## src/rtl/spiee_pkg.sv

```systemverilog
package spiee_pkg;

  localparam logic [7:0] CMD_WEN_SET = 8'h06;
  localparam logic [7:0] CMD_WEN_CLR = 8'h04;
  localparam logic [7:0] CMD_STAT_RD = 8'h05;
  localparam logic [7:0] CMD_STAT_WR = 8'h01;
  localparam logic [7:0] CMD_MEM_RD  = 8'h03;
  localparam logic [7:0] CMD_MEM_WR  = 8'h02;

  typedef enum logic [2:0] {
    ST_IDLE, ST_OPC, ST_ADDR, ST_RD, ST_WR, ST_SRD, ST_SWR, ST_IGN
  } eeState_t;

  typedef struct packed {
    logic addrByte;   // shift a received byte into the address
    logic addrLast;   // final address byte: load the byte pointer
    logic rdLoad;     // fetch memory byte into the output shifter
    logic wrByte;     // store received byte at the pointer
    logic srLoad;     // copy status into the output shifter
    logic srWrite;    // update protect fields from the received byte
    logic setWel;
    logic clrWel;
    logic startBusy;  // frame closed on an accepted write
    logic shiftOut;   // SCK falling edge while selected
    logic clearOut;   // deselected
  } eeStrobe_t;

endpackage

```

## src/rtl/spiee_ctrl.sv

```systemverilog
module spiee_ctrl
  import spiee_pkg::*;
#(
  parameter int ADDR_BYTES = 2
) (
  input  logic       clk,
  input  logic       rstN,
  input  logic       csN,
  input  logic       sck,
  input  logic       mosi,
  input  logic       busy,
  input  logic       wel,
  output eeStrobe_t  strb,
  output logic [7:0] rxByte
);

  localparam int ACW = (ADDR_BYTES > 1) ? $clog2(ADDR_BYTES) : 1;

  logic [1:0] csSync, sckSync, mosiSync;
  logic       sckPrev, csActPrev;
  logic       csActive, sckRise, sckFall, frameStart, frameEnd, byteDone;
  logic [2:0] bitCnt;
  logic [6:0] shIn;
  logic [ACW-1:0] byteCnt, byteCntNext;
  logic       isWr, isWrNext;
  eeState_t   state, stateNext;

  assign csActive   = ~csSync[1];
  assign sckRise    = csActive & sckSync[1] & ~sckPrev;
  assign sckFall    = csActive & ~sckSync[1] & sckPrev;
  assign frameStart = csActive & ~csActPrev;
  assign frameEnd   = ~csActive & csActPrev;
  assign byteDone   = sckRise && (bitCnt == 3'd7);
  assign rxByte     = {shIn, mosiSync[1]};

  always_ff @(posedge clk or negedge rstN) begin
    if (!rstN) begin
      csSync    <= 2'b11;
      sckSync   <= '0;
      mosiSync  <= '0;
      sckPrev   <= 1'b0;
      csActPrev <= 1'b0;
      state     <= ST_IDLE;
      bitCnt    <= '0;
      shIn      <= '0;
      byteCnt   <= '0;
      isWr      <= 1'b0;
    end else begin
      csSync    <= {csSync[0], csN};
      sckSync   <= {sckSync[0], sck};
      mosiSync  <= {mosiSync[0], mosi};
      sckPrev   <= sckSync[1];
      csActPrev <= csActive;
      state     <= stateNext;
      byteCnt   <= byteCntNext;
      isWr      <= isWrNext;
      if (frameStart) begin
        bitCnt <= '0;
      end else if (sckRise) begin
        bitCnt <= bitCnt + 3'd1;
        shIn   <= {shIn[5:0], mosiSync[1]};
      end
    end
  end

  always_comb begin
    strb          = '0;
    stateNext     = state;
    byteCntNext   = byteCnt;
    isWrNext      = isWr;
    strb.shiftOut = sckFall;
    strb.clearOut = ~csActive;
    if (frameEnd) begin
      strb.startBusy = (state == ST_WR) || (state == ST_SWR);
      stateNext      = ST_IDLE;
    end else if (frameStart) begin
      stateNext   = ST_OPC;
      byteCntNext = '0;
    end else if (byteDone) begin
      unique case (state)
        ST_OPC: begin
          if (busy) begin
            if (rxByte == CMD_STAT_RD) begin
              strb.srLoad = 1'b1;
              stateNext   = ST_SRD;
            end else begin
              stateNext = ST_IGN;
            end
          end else begin
            case (rxByte)
              CMD_WEN_SET: begin strb.setWel = 1'b1; stateNext = ST_IGN; end
              CMD_WEN_CLR: begin strb.clrWel = 1'b1; stateNext = ST_IGN; end
              CMD_STAT_RD: begin strb.srLoad = 1'b1; stateNext = ST_SRD; end
              CMD_STAT_WR: stateNext = wel ? ST_SWR : ST_IGN;
              CMD_MEM_RD: begin
                stateNext = ST_ADDR;
                isWrNext  = 1'b0;
              end
              CMD_MEM_WR: begin
                stateNext = wel ? ST_ADDR : ST_IGN;
                isWrNext  = 1'b1;
              end
              default: stateNext = ST_IGN;
            endcase
          end
        end
        ST_ADDR: begin
          strb.addrByte = 1'b1;
          if (byteCnt == ACW'(ADDR_BYTES - 1)) begin
            strb.addrLast = 1'b1;
            if (isWr) begin
              stateNext = ST_WR;
            end else begin
              strb.rdLoad = 1'b1;
              stateNext   = ST_RD;
            end
          end else begin
            byteCntNext = byteCnt + 1'b1;
          end
        end
        ST_RD:   strb.rdLoad  = 1'b1;
        ST_SRD:  strb.srLoad  = 1'b1;
        ST_WR:   strb.wrByte  = 1'b1;
        ST_SWR:  strb.srWrite = 1'b1;
        default: ;
      endcase
    end
  end

endmodule

```

## config.mk

```make
export PLATFORM = sky130hd
export DESIGN_NAME = spiee_ctrl
export DESIGN_NICKNAME = d
export VERILOG_FILES = /design/src/rtl/spiee_pkg.sv /design/src/rtl/spiee_ctrl.sv
export SDC_FILE = /design/constraint.sdc
export NUM_CORES = 1
export LEC_CHECK = 0
export ABC_AREA = 1
export CELL_PAD_IN_SITES_DETAIL_PLACEMENT = 2
export CELL_PAD_IN_SITES_GLOBAL_PLACEMENT = 2
export CORE_MARGIN = 2
export CORE_UTILIZATION = 31
export CTS_CLUSTER_SIZE = 24
export DETAILED_ROUTE_END_ITERATION = 8
export PLACE_DENSITY = 0.91
export SLEW_MARGIN = 20
export SYNTH_ARGS = -nofsm -noshare
export SYNTH_HDL_FRONTEND = slang
export SYNTH_SLANG_ARGS = --single-unit
export TNS_END_PERCENT = 5
```

## constraint.sdc

```tcl
create_clock -name clk -period 3.1 [get_ports clk]
set_input_delay 0.465 -clock clk [delete_from_list [all_inputs] [get_ports clk]]
set_output_delay 0.465 -clock clk [all_outputs]
set_load 0.02 [all_outputs]
```

# --- Word level (Yosys, flattened, before mapping) ---
# Index checks and enable logic that the tools add are counted.
classes:
  add_sub_neg: 2
  n_eq_ne: 14
  mux: 34
  bitwise_logic: 13
  reduce_logical: 12
ops:
  columns: ["cell", "count"]
  rows:
  - ["$mux 3", 9]
  - ["$eq 8x3->1 const B", 3]
  - ["$mux 8", 3]
  - ["$eq 8x2->1 const B", 2]
  - ["$eq 3x3->1 const B", 4]
  - ["$mux 1", 12]
  - ["$pmux 3 s4", 1]
  - ["$mux 2", 5]
  - ["$eq 8x1->1 const B", 1]
  - ["$reduce_bool 2->1", 4]
  - ["$not 1->1", 7]
  - ["$and 1x1->1", 6]
  - ["$eq 3x2->1 const B", 2]
  - ["$pmux 1 s2", 3]
  - ["$pmux 3 s2", 1]
  - ["$reduce_and 3->1", 2]
  - ["$reduce_and 6->1", 1]
  - ["$ne 4x4->1 const B", 1]
  - ["$reduce_bool 4->1", 1]
  - ["$add 3x1->3 const B", 1]
  - ["$eq 3x1->1 const B", 1]
  - ["$reduce_bool 3->1", 1]
  - ["$reduce_and 2->1", 1]
  - ["$add 1x1->1 const B", 1]
  - ["2 further kinds", 2]
word_totals:
  register_bits: 23

# --- Logic depth before layout (Yosys ltp) ---
logic_depth:
  ltp_word: 7
  depth_mapped: 11

# --- Worst setup path before layout ---
# OpenSTA, ideal clock, no wires.
synth_timing:
  path_kind: "register to output"
  from: "register csSync[1]"
  to: "output port strb[6] (netlist bit)"
  arrival_ns: 1.798
  required_time_ns: 2.635
  path_slack_ns: 0.837
  stages_incl_launch_ff: 8
  n_path_buf: 0
  path_cell_list: "dfstp_2 inv_2 ha_1 nor2_1 nand2_4 inv_1 nand2_1 a211oi_1"
synth_lines:
  columns: ["element", "line", "source"]
  rows:
  - ["start, declared", "spiee_ctrl.sv:19", "logic [1:0] csSync, sckSync, mosiSync;"]
  - ["start signal, assigned", "spiee_ctrl.sv:49", "csSync <= {csSync[0], csN};"]
  - ["end, declared", "spiee_ctrl.sv:13", "output eeStrobe_t strb,"]

==> impl_metrics.ini <==
[worst_setup_path]
critical_path_class = flop to output pin
crit_path_end_kind = output pin
crit_path_top_delay_cell = sky130_fd_sc_hd__clkdlybuf4s50_1
critPathMaxStageDelay_ps = 640
critical_path.n_buffers_inverters = 3
arrival_ps = 2470
crit_chain = inv_2 > ha_1 > nor2_2 > nand2_4 > inv_1 > nand2_1 > a211oi_1 > clkdlybuf4s50_1
required_time_of_the_critical_path_ps = 2630
cp_max_fo = 6
worstSetupStartpointType = flop
r2r_slack_ps = 1540
crit_family = buffers and inverters

[sta]
timing.slew.headroom_pct = 62.5
total_of_endpoints_with_negative_setup_slack_in_the_final_report = 0
hold_slack_ps = 362
top_achievable_clock_speed_ghz = 0.341
min_period_over_period_pct = 94.6
tns_ps = 0
finalCriticalPeriod_ps = 2930
maxSlewViolCount = 0
worstMarginPinSlew_ps = 560
setup_repair_after_global_routing_missed_its_margin = false
final_hold_viol_count = 0
fin_worst_skew_ps = 2.37

[cts]
cts_buffer_depth = 2
cts.htree.levels = 1
cts_tree = yes
post_cts_hold_buffer_count = 0
cts.repair.resized = 0
insertion_delay_ps = 270
clockRootBuffer = sky130_fd_sc_hd__clkbuf_8
cts-buffers-inserted = 3
clkSinkCount = 23
post_cts_buffers = 0
clk_pin_slew_ps = 90

[placement]
post-dp-hpwl_mm = 2.93
gp_congestion = 0.768
place.port_buffers = 25

[die]
core.rowCount = 22
dieArea_mm2 = 0.00450
core_region_area_mm2 = 0.00374
chipHeight_um = 67.1
initial_utilization_pct = 32.9
die_width_um = 67.1
ios = 26

[synth]
ys.flop_type = sky130_fd_sc_hd__dfrtp_1
synth_cells = 148
yosysTopAreaCellShare_pct = 42.6
syn-cell-area_mm2 = 0.00123
synthMostInstantiatedCell = sky130_fd_sc_hd__nand2_1
count_of_unique_library_cells_instantiated_by_yosys = 25
leading_area_contributor_after_synthesis = sky130_fd_sc_hd__dfrtp_1
synth.top_cells.by_count = sky130_fd_sc_hd__nand2_1, sky130_fd_sc_hd__dfrtp_1, sky130_fd_sc_hd__nor2_1, sky130_fd_sc_hd__inv_1, sky130_fd_sc_hd__o21ai_0
synth.yosys.seq_area_share_pct = 46.9
mapped_nets = 159
ys_async_sr_fraction_pct = 100
ys.warnings.count = 0
synth.top_cells.by_area = sky130_fd_sc_hd__dfrtp_1, sky130_fd_sc_hd__nand2_1, sky130_fd_sc_hd__nor2_1, sky130_fd_sc_hd__inv_1, sky130_fd_sc_hd__o21ai_0
synth.avg_cell_area_um2 = 8.33
synth-seq-cells = 23
synth_edf_count = 0

[finish]
filler_cell_count = 432
multi_input_area_um2 = 543
drive_above_1_share_pct = 13.2
seqCellArea_um2 = 578
final_net_count = 186
area_growth_pct = 27.7
diodes = 0

[grt]
grt_pass1_wl_mm = 6.21
largest_net_degree_at_the_start_of_global_routing = 18
antenna_found_initial = 0
groute.usage.overall_pct = 19.1
grt_pass1_vias = 1253
grt_remaining_overflow = 0

[pwr]
cellLeakagePower_nw = 0.747
max-vdd-ir-drop_mv = 0.295
powerDensity_mw_per_mm2 = 576

[routing]
post_detailed_route_via_to_cell_ratio = 4.90
detailed_route_drc_error_count = 0
residual_antenna_violating_net_count_after_detailed_routing = 0
initial_drt_pass_iterations = 4
met1Wirelength_mm = 1.54
routed_wirelength_mm = 3.72
met2WireLength_mm = 2.06
vias = 1088
highest-signal-layer = met4
drt_iter0_drc = 23
routed_wire_length_per_instance_um = 16.8
met3_length_um = 72

[status]
run_status = finished clean

[job]
maxCapViolations = 0

[min_path]
holdCritPathClass = flop to flop
## report_power, final
part | switching (mW) | total [mW] | internal, mW
logic | 0.194 | 0.309 | 0.115
registers | 0.0566 | 0.402 | 0.345
clock network | 0.106 | 0.196 | 0.0902
total | 0.357 | 0.907 | 0.550
## sequential cells by signal, summed over array words and instances (netlist names)
signal	cells
bitCnt	3
byteCnt	1
csActPrev	1
csSync	2
isWr	1
mosiSync	2
sckPrev	1
sckSync	2
shIn	7
state	3
## cells by family (layout without fill, tap and decap cells)
group	Yosys count	after routing	synth area share, %
compound gates	16	16	8.33
buf+inv	27	53	9.24
flops	23	23	46.9
simple gates	78	78	31.5
fa+ha+maj	4	4	4.06
## placed cells by master (no fill, tap or decap)
cell,synthesis,final
sky130_fd_sc_hd__nand3_1,6,6
sky130_fd_sc_hd__buf_4,3,1
sky130_fd_sc_hd__inv_2,5,5
sky130_fd_sc_hd__or2_0,1,1
sky130_fd_sc_hd__nand3b_1,1,1
sky130_fd_sc_hd__nor4_1,1,1
sky130_fd_sc_hd__nand2_1,33,33
sky130_fd_sc_hd__a32oi_1,1,1
sky130_fd_sc_hd__inv_1,18,18
sky130_fd_sc_hd__a211oi_1,1,1
sky130_fd_sc_hd__ha_1,4,4
sky130_fd_sc_hd__a21oi_1,2,2
sky130_fd_sc_hd__clkdlybuf4s50_1,0,24
sky130_fd_sc_hd__nor2_1,20,19
sky130_fd_sc_hd__nor2_2,1,2
sky130_fd_sc_hd__nand4_1,4,4
sky130_fd_sc_hd__clkbuf_8,0,3
sky130_fd_sc_hd__nand2_2,2,2
sky130_fd_sc_hd__dfrtp_1,21,21
sky130_fd_sc_hd__a31oi_4,1,1
sky130_fd_sc_hd__dfstp_2,2,2
sky130_fd_sc_hd__clkinv_2,0,1
sky130_fd_sc_hd__nor2_4,3,3
sky130_fd_sc_hd__nand2_4,1,1
sky130_fd_sc_hd__o21ai_0,11,11
sky130_fd_sc_hd__nor3_1,3,3
sky130_fd_sc_hd__dlymetal6s2s_1,0,1
sky130_fd_sc_hd__nand3_4,2,2
## metrics by stage
step                      util (%)  instance area, um2  total power [mW]  std cells  setup slack, ps
after detailed placement      40.7                1520             0.714        218              365
final                         42.0                1570             0.907        222              167
after CTS                     41.9                1570             0.918        222             51.3
after global placement        40.7                1520             0.683        218              485
after floorplan                  -                1230             0.582        148              837
after global routing          42.0                1570             0.971        222             9.21
## worst reg2reg max path, cell delays in order, from the launching register on
cell and delay (ps):
sky130_fd_sc_hd__dfstp_2 570, sky130_fd_sc_hd__inv_2 80, sky130_fd_sc_hd__ha_1 280, sky130_fd_sc_hd__nor2_4 340, sky130_fd_sc_hd__nor2_1 90, sky130_fd_sc_hd__a21oi_1 130
## path summary, 6_finish.rpt
path,start,endpoint,cells past startpoint
hold reg to reg,csSync[0],csSync[1],0
min in group asynchronous,rstN,mosiSync[0],1
max in group asynchronous,rstN,csSync[0],2
setup / recovery,csSync[1],strb[6],8
setup reg to reg,csSync[1],bitCnt[0],5
hold / removal,csSync[0],csSync[1],0
## metal layers
metal | global-route usage [%] | vias to the layer above
met5 | 0 | -
met4 | 7.91 | 0
met3 | 2.03 | 4
met2 | 35.9 | 17
met1 | 21.6 | 551
li1 | - | 516
## cell type report
cell class	count	share of cell area, %
clock buffer	3	2.62
clock inverter	1	0.318
inverter	23	5.48
multi-input combinational	98	34.5
sequential	23	36.7
tap	48	3.82
timing repair buffer	26	16.5
Power figures use the tool's default switching activity.
